$ cat config.mk
export PLATFORM = sky130hd
export DESIGN_NAME = cmpl_irq_hub
export DESIGN_NICKNAME = d
export VERILOG_FILES = /design/src/rtl/cmpl_irq_pkg.sv /design/src/rtl/cmpl_mask_eval.sv /design/src/rtl/cmpl_cat_unit.sv /design/src/rtl/cmpl_irq_status.sv /design/src/rtl/cmpl_irq_hub.sv
export SDC_FILE = /design/constraint.sdc
export NUM_CORES = 1
export LEC_CHECK = 0
export ABC_AREA = 1
export BUFFER_PORTS_ARGS = -buffer_cell sky130_fd_sc_hd__buf_2
export CAP_MARGIN = 20
export CORE_AREA = 4 4 176 178
export DETAILED_ROUTE_END_ITERATION = 7
export DIE_AREA = 0 0 180 182
export GPL_TIMING_DRIVEN = 0
export PLACE_DENSITY = 0.77
export SLEW_MARGIN = 5
export SYNTH_ARGS = -nofsm -noshare
export SYNTH_HDL_FRONTEND = slang
export SYNTH_SLANG_ARGS = --single-unit
$ cat constraint.sdc
create_clock -name clk -period 2.5 [get_ports clk]
set_input_delay 0.375 -clock clk [delete_from_list [all_inputs] [get_ports clk]]
set_output_delay 0.375 -clock clk [all_outputs]
set_load 0.05 [all_outputs]
$ cat src/rtl/cmpl_irq_pkg.sv
// Package: shared sizes and register address encoding for the completion
// interrupt aggregator. Assumes at most three categories so that the
// control group fits in the fourth address group.
package cmpl_irq_pkg;
    localparam int CI_NUM_CAT  = 3;
    localparam int CI_NUM_SLOT = 32;
    localparam int CI_ADDR_W   = 4;
    localparam int CI_DATA_W   = 32;

    // Low address bits select a register inside a category group.
    typedef enum logic [1:0] {
        FLD_DONE = 2'd0,
        FLD_OR   = 2'd1,
        FLD_AND  = 2'd2,
        FLD_RSVD = 2'd3
    } cat_field_e;

    // High address bits equal to this pick the control group.
    localparam logic [1:0] GRP_CTRL   = 2'd3;
    localparam logic [1:0] CTRL_STAT  = 2'd0;
    localparam logic [1:0] CTRL_ENA   = 2'd1;
endpackage

$ cat src/rtl/cmpl_mask_eval.sv
// Module: combinational evaluation of the OR and AND mask rules for one
// category. Assumes the done map given is the value after this cycle's
// update, so a completion can satisfy the rule in the cycle it arrives.
module cmpl_mask_eval #(
    parameter int NUM_SLOT = 32
) (
    input  logic [NUM_SLOT-1:0] done_map,
    input  logic [NUM_SLOT-1:0] or_mask,
    input  logic [NUM_SLOT-1:0] and_mask,
    output logic                or_hit,
    output logic                and_hit
);
    // Any masked slot done, or all slots of a non-empty AND set done.
    always_comb begin
        or_hit  = |(done_map & or_mask);
        and_hit = (|and_mask) && ((done_map & and_mask) == and_mask);
    end
endmodule

$ cat src/rtl/cmpl_cat_unit.sv
// Module: per-category state, holding the done map, OR mask and AND mask,
// plus the fire strobe that sets the category's status bit. Assumes at most
// one completion per category per cycle. A read-clear and a completion in
// the same cycle keep the completion.
module cmpl_cat_unit #(
    parameter int NUM_SLOT = 32,
    localparam int SLOT_W = $clog2(NUM_SLOT)
) (
    input  logic                clk,
    input  logic                rst_n,
    input  logic                evt_valid,
    input  logic [SLOT_W-1:0]   evt_slot,
    input  logic                wr_or,
    input  logic                wr_and,
    input  logic                rd_done,
    input  logic [NUM_SLOT-1:0] wdata,
    output logic [NUM_SLOT-1:0] done_map,
    output logic [NUM_SLOT-1:0] or_mask,
    output logic [NUM_SLOT-1:0] and_mask,
    output logic                fire
);
    logic [NUM_SLOT-1:0] evt_bit;
    logic [NUM_SLOT-1:0] done_next;
    logic                or_hit;
    logic                and_hit;

    // One-hot vector of the slot completing this cycle.
    always_comb begin
        evt_bit = '0;
        if (evt_valid) evt_bit[evt_slot] = 1'b1;
    end

    // Next done map: read clears first, the new completion is added after.
    always_comb done_next = (rd_done ? '0 : done_map) | evt_bit;

    cmpl_mask_eval #(.NUM_SLOT(NUM_SLOT)) i_eval (
        .done_map (done_next),
        .or_mask  (or_mask),
        .and_mask (and_mask),
        .or_hit   (or_hit),
        .and_hit  (and_hit)
    );

    // A category fires only on a completion that meets a rule.
    always_comb fire = evt_valid && (or_hit || and_hit);

    // Done map register.
    always_ff @(posedge clk) begin
        if (!rst_n) done_map <= '0;
        else        done_map <= done_next;
    end

    // Mask registers, loaded by software writes.
    always_ff @(posedge clk) begin
        if (!rst_n) begin
            or_mask  <= '0;
            and_mask <= '0;
        end else begin
            if (wr_or)  or_mask  <= wdata;
            if (wr_and) and_mask <= wdata;
        end
    end

    // a completed slot is present in the map after the edge.
    p_done_set_r2: assert property (@(posedge clk) disable iff (!rst_n)
        evt_valid |=> done_map[$past(evt_slot)]);

    // a read with no coincident completion empties the map.
    p_done_clr_r3: assert property (@(posedge clk) disable iff (!rst_n)
        (rd_done && !evt_valid) |=> (done_map == '0));

    // with no read and no completion the map holds.
    p_done_hold_r6: assert property (@(posedge clk) disable iff (!rst_n)
        (!rd_done && !evt_valid) |=> $stable(done_map));
endmodule

$ cat src/rtl/cmpl_irq_status.sv
// Module: central status register (write-one-to-clear), enable register
// and the level interrupt output. Assumes fire strobes are single-cycle
// requests. A set wins over a clear in the same cycle.
module cmpl_irq_status #(
    parameter int NUM_CAT = 3
) (
    input  logic               clk,
    input  logic               rst_n,
    input  logic [NUM_CAT-1:0] fire,
    input  logic               wr_status,
    input  logic               wr_enable,
    input  logic [NUM_CAT-1:0] wdata,
    output logic [NUM_CAT-1:0] status,
    output logic [NUM_CAT-1:0] enable,
    output logic               irq
);
    logic [NUM_CAT-1:0] clr_bits;

    // Bits to clear this cycle from a status write.
    always_comb clr_bits = wr_status ? wdata : '0;

    // Status register: clear written ones, then merge new fires.
    always_ff @(posedge clk) begin
        if (!rst_n) status <= '0;
        else        status <= (status & ~clr_bits) | fire;
    end

    // Enable register.
    always_ff @(posedge clk) begin
        if (!rst_n)         enable <= '0;
        else if (wr_enable) enable <= wdata;
    end

    // Level interrupt from enabled pending bits.
    always_comb irq = |(status & enable);

    // every fired category is pending after the edge.
    p_fire_sets_r4: assert property (@(posedge clk) disable iff (!rst_n)
        (fire != '0) |=> ((status & $past(fire)) == $past(fire)));

    // written ones are cleared unless a fire coincided.
    p_w1c_r7: assert property (@(posedge clk) disable iff (!rst_n)
        wr_status |=> ((status & $past(wdata) & ~$past(fire)) == '0));

    // nothing changes status without a fire or a write.
    p_status_hold_r6: assert property (@(posedge clk) disable iff (!rst_n)
        (!wr_status && (fire == '0)) |=> $stable(status));

    // the line stays up while neither status nor enable is written.
    p_irq_level_r9: assert property (@(posedge clk) disable iff (!rst_n)
        (irq && !wr_status && !wr_enable) |=> irq);
endmodule

$ cat src/rtl/cmpl_irq_hub.sv
// Module: top of the completion interrupt aggregator. It decodes the
// register port, builds one category unit per transfer category and feeds
// their fire strobes into the shared status block. Assumes NUM_SLOT equals
// the data width and NUM_CAT is at most 3.
module cmpl_irq_hub
    import cmpl_irq_pkg::*;
#(
    parameter int NUM_CAT  = CI_NUM_CAT,
    parameter int NUM_SLOT = CI_NUM_SLOT,
    localparam int SLOT_W  = $clog2(NUM_SLOT)
) (
    input  logic                      clk,
    input  logic                      rst_n,
    input  logic [NUM_CAT-1:0]        evt_valid,
    input  logic [NUM_CAT*SLOT_W-1:0] evt_slot,
    input  logic                      reg_wr,
    input  logic                      reg_rd,
    input  logic [CI_ADDR_W-1:0]      reg_addr,
    input  logic [CI_DATA_W-1:0]      reg_wdata,
    output logic [CI_DATA_W-1:0]      reg_rdata,
    output logic                      irq
);
    logic [1:0]          addr_grp;
    logic [1:0]          addr_fld;
    logic [NUM_SLOT-1:0] done_m [NUM_CAT];
    logic [NUM_SLOT-1:0] or_m   [NUM_CAT];
    logic [NUM_SLOT-1:0] and_m  [NUM_CAT];
    logic [NUM_CAT-1:0]  fire;
    logic [NUM_CAT-1:0]  status;
    logic [NUM_CAT-1:0]  enable;
    logic                ctrl_sel;

    // Split the address into group and field.
    always_comb begin
        addr_grp = reg_addr[3:2];
        addr_fld = reg_addr[1:0];
        ctrl_sel = (addr_grp == GRP_CTRL);
    end

    for (genvar c = 0; c < NUM_CAT; c++) begin : g_cat
        localparam logic [1:0] CAT_ID = 2'(c);
        logic grp_hit;
        always_comb grp_hit = (addr_grp == CAT_ID);

        cmpl_cat_unit #(.NUM_SLOT(NUM_SLOT)) i_cat (
            .clk       (clk),
            .rst_n     (rst_n),
            .evt_valid (evt_valid[c]),
            .evt_slot  (evt_slot[c*SLOT_W +: SLOT_W]),
            .wr_or     (reg_wr && grp_hit && (addr_fld == FLD_OR)),
            .wr_and    (reg_wr && grp_hit && (addr_fld == FLD_AND)),
            .rd_done   (reg_rd && grp_hit && (addr_fld == FLD_DONE)),
            .wdata     (reg_wdata[NUM_SLOT-1:0]),
            .done_map  (done_m[c]),
            .or_mask   (or_m[c]),
            .and_mask  (and_m[c]),
            .fire      (fire[c])
        );
    end

    cmpl_irq_status #(.NUM_CAT(NUM_CAT)) i_status (
        .clk       (clk),
        .rst_n     (rst_n),
        .fire      (fire),
        .wr_status (reg_wr && ctrl_sel && (addr_fld == CTRL_STAT)),
        .wr_enable (reg_wr && ctrl_sel && (addr_fld == CTRL_ENA)),
        .wdata     (reg_wdata[NUM_CAT-1:0]),
        .status    (status),
        .enable    (enable),
        .irq       (irq)
    );

    // Read multiplexer; unmapped addresses return zero.
    always_comb begin
        reg_rdata = '0;
        if (ctrl_sel) begin
            if (addr_fld == CTRL_STAT)     reg_rdata[NUM_CAT-1:0] = status;
            else if (addr_fld == CTRL_ENA) reg_rdata[NUM_CAT-1:0] = enable;
        end else begin
            for (int c = 0; c < NUM_CAT; c++) begin
                if (addr_grp == 2'(c)) begin
                    case (addr_fld)
                        FLD_DONE: reg_rdata[NUM_SLOT-1:0] = done_m[c];
                        FLD_OR:   reg_rdata[NUM_SLOT-1:0] = or_m[c];
                        FLD_AND:  reg_rdata[NUM_SLOT-1:0] = and_m[c];
                        default:  reg_rdata = '0;
                    endcase
                end
            end
        end
    end

    // with nothing enabled the line never rises.
    p_irq_gated_r8: assert property (@(posedge clk) disable iff (!rst_n)
        (enable == '0) |-> !irq);

    // the cycle after reset, the line is low.
    p_reset_quiet_r1: assert property (@(posedge clk)
        !rst_n |=> !irq);
endmodule

==> summary.md <==
| Metric | Value |
|---|---|
| Cell family with most CP delay | `simple AND/OR/NAND/NOR gates` |
| HPWL after DPL | `53800 um` |
| Psw | `3.45 mW` |
| WP buf/inv | `4` |
| Die area | `0.0328 mm^2` |
| Number of synthesized flops with an enable pin | `0` |
| Clk pwr share | `45.8%` |
| CTS Sinks | `294` |
| Crit path from | `reg_addr[1]` |
| Power, Total | `12.1 mW` |
| Setup TNS | `-562 ps` |
| R2R Setup Slk | `740 ps` |
| Routed WL per cell | `26.7 um` |
| Initial antenna violation count | `2` |
| Clk_skew | `17.3 ps` |
| Final WS setup | `-80.9 ps` |
| RSZ-0062 raised after global routing | `yes` |
| DRT Pass-1 Iters | `7` |
| HP Start | `evt_valid[0]` |
| Crit Reg-Reg Startpoint | `g_cat[1].i_cat.and_mask[0]` |
| Leakage | `7.80 nW` |
| P_int | `8.62 mW` |
| Final cell count without fillers | `2826` |
| Setup violators final | `23` |
| Synth top area share | `40.4%` |
| Pre-CTS WS | `-1610 ps` |
| Final wirelength | `75300 um` |
| Die X | `180 um` |
| Synth warnings | `0` |
| Area leader, netlist | `dfxtp_1` |
| Power share of the combinational group | `13.9%` |
| Gpl congestion | `1.06` |
| Bufs on Longest Clock Path | `3` |
| DR vias | `17940` |
| Top cells by area, synth | `dfxtp_1 (40%), nand2_1 (17%), nor2_1 (9.1%), o21ai_0 (8.9%), a21oi_1 (6.0%)` |
| Cell variety after synth | `34` |
| Syn nets | `2318` |
| Outcome | `finished, violations left` |
| Fraction of the yosys area taken by sequential cells | `40.4%` |
| Actual slew at the worst max-slew pin | `1110 ps` |
| CTS tree | `built` |
| Crit path kind | `in -> out` |
| Die Span Y | `182 um` |
| Worst path slowest cell | `clkbuf_8` |
| Vias in the first global route | `16059` |
| Total gr overflow | `0` |
| CTS Buf Count | `34` |
| First-pass GRT wire length | `106000 um` |
| Post-route ant nets | `0` |
| Root Buffer | `clkbuf_16` |
| DR iter-0 viols | `3090` |
| CP arrival | `2210 ps` |
| Port Buf Inserts | `88` |
| Total GRT Usage | `43.7%` |
| Max_cap viols | `0` |
| Share of post-route cells with drive strength above 1 | `12.9%` |
| Clk pin slew, worst setup/hold paths | `60 ps` |
| Failing checks | `setup timing` |
| Crit path capture type | `output pin` |
| Max_slew headroom | `25.5%` |
| Post-Syn Area | `0.0146 mm^2` |
| Max Freq | `387 MHz` |
| I/O pin count | `91` |
| Part of the power in registers | `40.3%` |
| Worst min path class | `in -> reg` |
| CP Cell Sequence | `buf_4 > nor2_4 > clkbuf_8 > clkbuf_8 > nand2_1 > nand4_1 > nand2_2 > nor3_4 > buf_6` |
| Post-synthesis cell count | `2260` |
| Worst Hold Slack | `144 ps` |
| H-tree Lvls | `2` |
| Maximum VDD drop | `0.561 mV` |
| Vias per Instance | `6.35` |
| Final #Nets | `2467` |
| Row cnt | `63` |
| Area growth syn-to-layout | `23.5%` |
| Slew Limit Fails | `0` |
| Residual DRC | `0` |
| Worst setup SP type | `input pin` |
| Switching part of the total power | `28.6%` |
| Starting density of the core | `49.5%` |
| Ys async rst share | `0%` |
| Final Hold Viols | `0` |
| Cell count after placement | `2739` |
| Power Density | `671 mW/mm^2` |
| Syn avg cell area | `6.45 um^2` |
| Core Area | `0.0294 mm^2` |
| Max stage delay on crit path | `270 ps` |
| Critical Path Most Common Cell | `clkbuf_8` |
| Worst EP required | `2120 ps` |
| Crit-path max FO | `10` |
| Tmin final | `2580 ps` |
| Largest net degree at the start of global routing | `14` |
| Flops & latches, synth | `294` |
| Synth Flop Type | `dfxtp_1` |
| Tcrit/Tclk final | `103%` |
| Worst-Skew Late Latency | `540 ps` |
[synthesized netlist by cell type (4+ instances only)]
library cell  instances
nand2_1             658
nor3_1               38
nand3_1              92
dfxtp_1             294
buf_2                13
a21oi_1             174
inv_2                 5
a311oi_1              5
buf_1                 8
a211oi_1             23
o21ai_0             260
a2111oi_0             4
inv_1               128
o211ai_1              7
nor2_1              354
nand4_1              25
nor4_1               12
clkbuf_1             96
a221oi_1             40
[flip-flops by register name, indices dropped and copies added (netlist names)]
register / flops
g_cat.i_cat.or_mask: 96
i_status.enable: 3
g_cat.i_cat.and_mask: 96
g_cat.i_cat.done_map: 96
i_status.status: 3
[tightest hold or removal path, stage by stage]
cell,delay [ps]
buf_2,120
nand2_1,70
a21oi_1,50
[cell families (layout without fill, tap and decap cells)]
family / after synthesis / after routing / share of synthesized area, %
AOI/OAI and AO/OA: 525 / 525 / 20.1
other: 0 / 2 / 0
and+or+nand+nor: 1189 / 1189 / 32.9
buffers and inverters: 252 / 426 / 6.63
DFF: 294 / 294 / 40.4
[worst paths after layout]
kind / endpoint / cells after the start
worst max-delay path: reg_rdata[3] / 9
worst min-delay path: i_status.status[0] / 3
worst max register to register: i_status.status[1] / 12
worst min register to register: g_cat[0].i_cat.done_map[16] / 2
[per-stage QoR]
stage | area [um^2] | util, %
2_1_floorplan | 14900 | -
3_3_place_gp | 15900 | 54.0
3_5_place_dp | 15900 | 54.0
4_1_cts | 17800 | 60.5
5_1_grt | 18000 | 61.2
6_report | 18000 | 61.2
[cells in the final DEF, fill, tap and decap left out, types with 3 or more instances in the layout]
master	Yosys	routed
nand2_2	0	4
nor3_2	3	8
o21ai_1	0	5
a22o_1	3	3
a221oi_2	0	18
o21ai_0	260	255
a21oi_1	174	173
nor2_1	354	353
a221oi_1	40	21
a211oi_1	23	10
o211ai_1	7	7
nand3_1	92	90
buf_2	13	80
clkbuf_1	96	72
a211oi_2	0	12
clkinvlp_4	0	3
buf_4	1	45
nand4_1	25	25
inv_2	5	6
clkbuf_4	0	9
nor2_4	1	4
nand3_2	1	3
dfxtp_1	294	294
a31o_2	3	3
clkbuf_16	0	42
bufinv_16	0	4
buf_8	0	5
inv_1	128	124
buf_6	0	10
nor3_1	38	31
nor4_4	0	12
nand2_1	658	652
nor3_4	1	3
clkbuf_8	0	17
a311oi_4	0	5
a2111oi_4	0	3
clkbuf_2	0	3
[area by class of cell]
type / instances / area (um^2)
multi-input cells: 1714 / 8390
repair buffers: 113 / 712
inverters: 134 / 515
plain buffers: 118 / 769
clock inverters: 7 / 138
clock buffers: 54 / 1090
well taps: 390 / 488
diodes: 2 / 5.00
fillers: 2804 / 11400
flip-flops and latches: 294 / 5890
[per-layer routing]
layer / up-vias / global-route usage [%] / share of wire [%]
li1: 7827 / - / -
met1: 8182 / 57.5 / 36
met2: 1577 / 62.9 / 40
met3: 354 / 11.5 / 15
met4: 0 / 29.7 / 8.6
met5: - / 0 / 0
[what timing repair did]
action                     in CTS  in global routing
resized for setup             180                 35
setup endpoints to repair      35                 26
hold buffers                    0                  0
cloned                          0                  0
buffers inserted               12                 12
pin swaps                       7                  7
[power groups by stage]
stage / Sequential, mW / Combinational [mW] / Clock, mW
floorplan: 4.93 / 0.779 / 0
global placement: 4.96 / 1.42 / 0
detailed placement: 4.96 / 1.43 / 0
CTS: 4.86 / 1.55 / 5.48
global route: 4.87 / 1.69 / 5.68
finish: 4.86 / 1.67 / 5.53
Power figures use the tool's default switching activity.
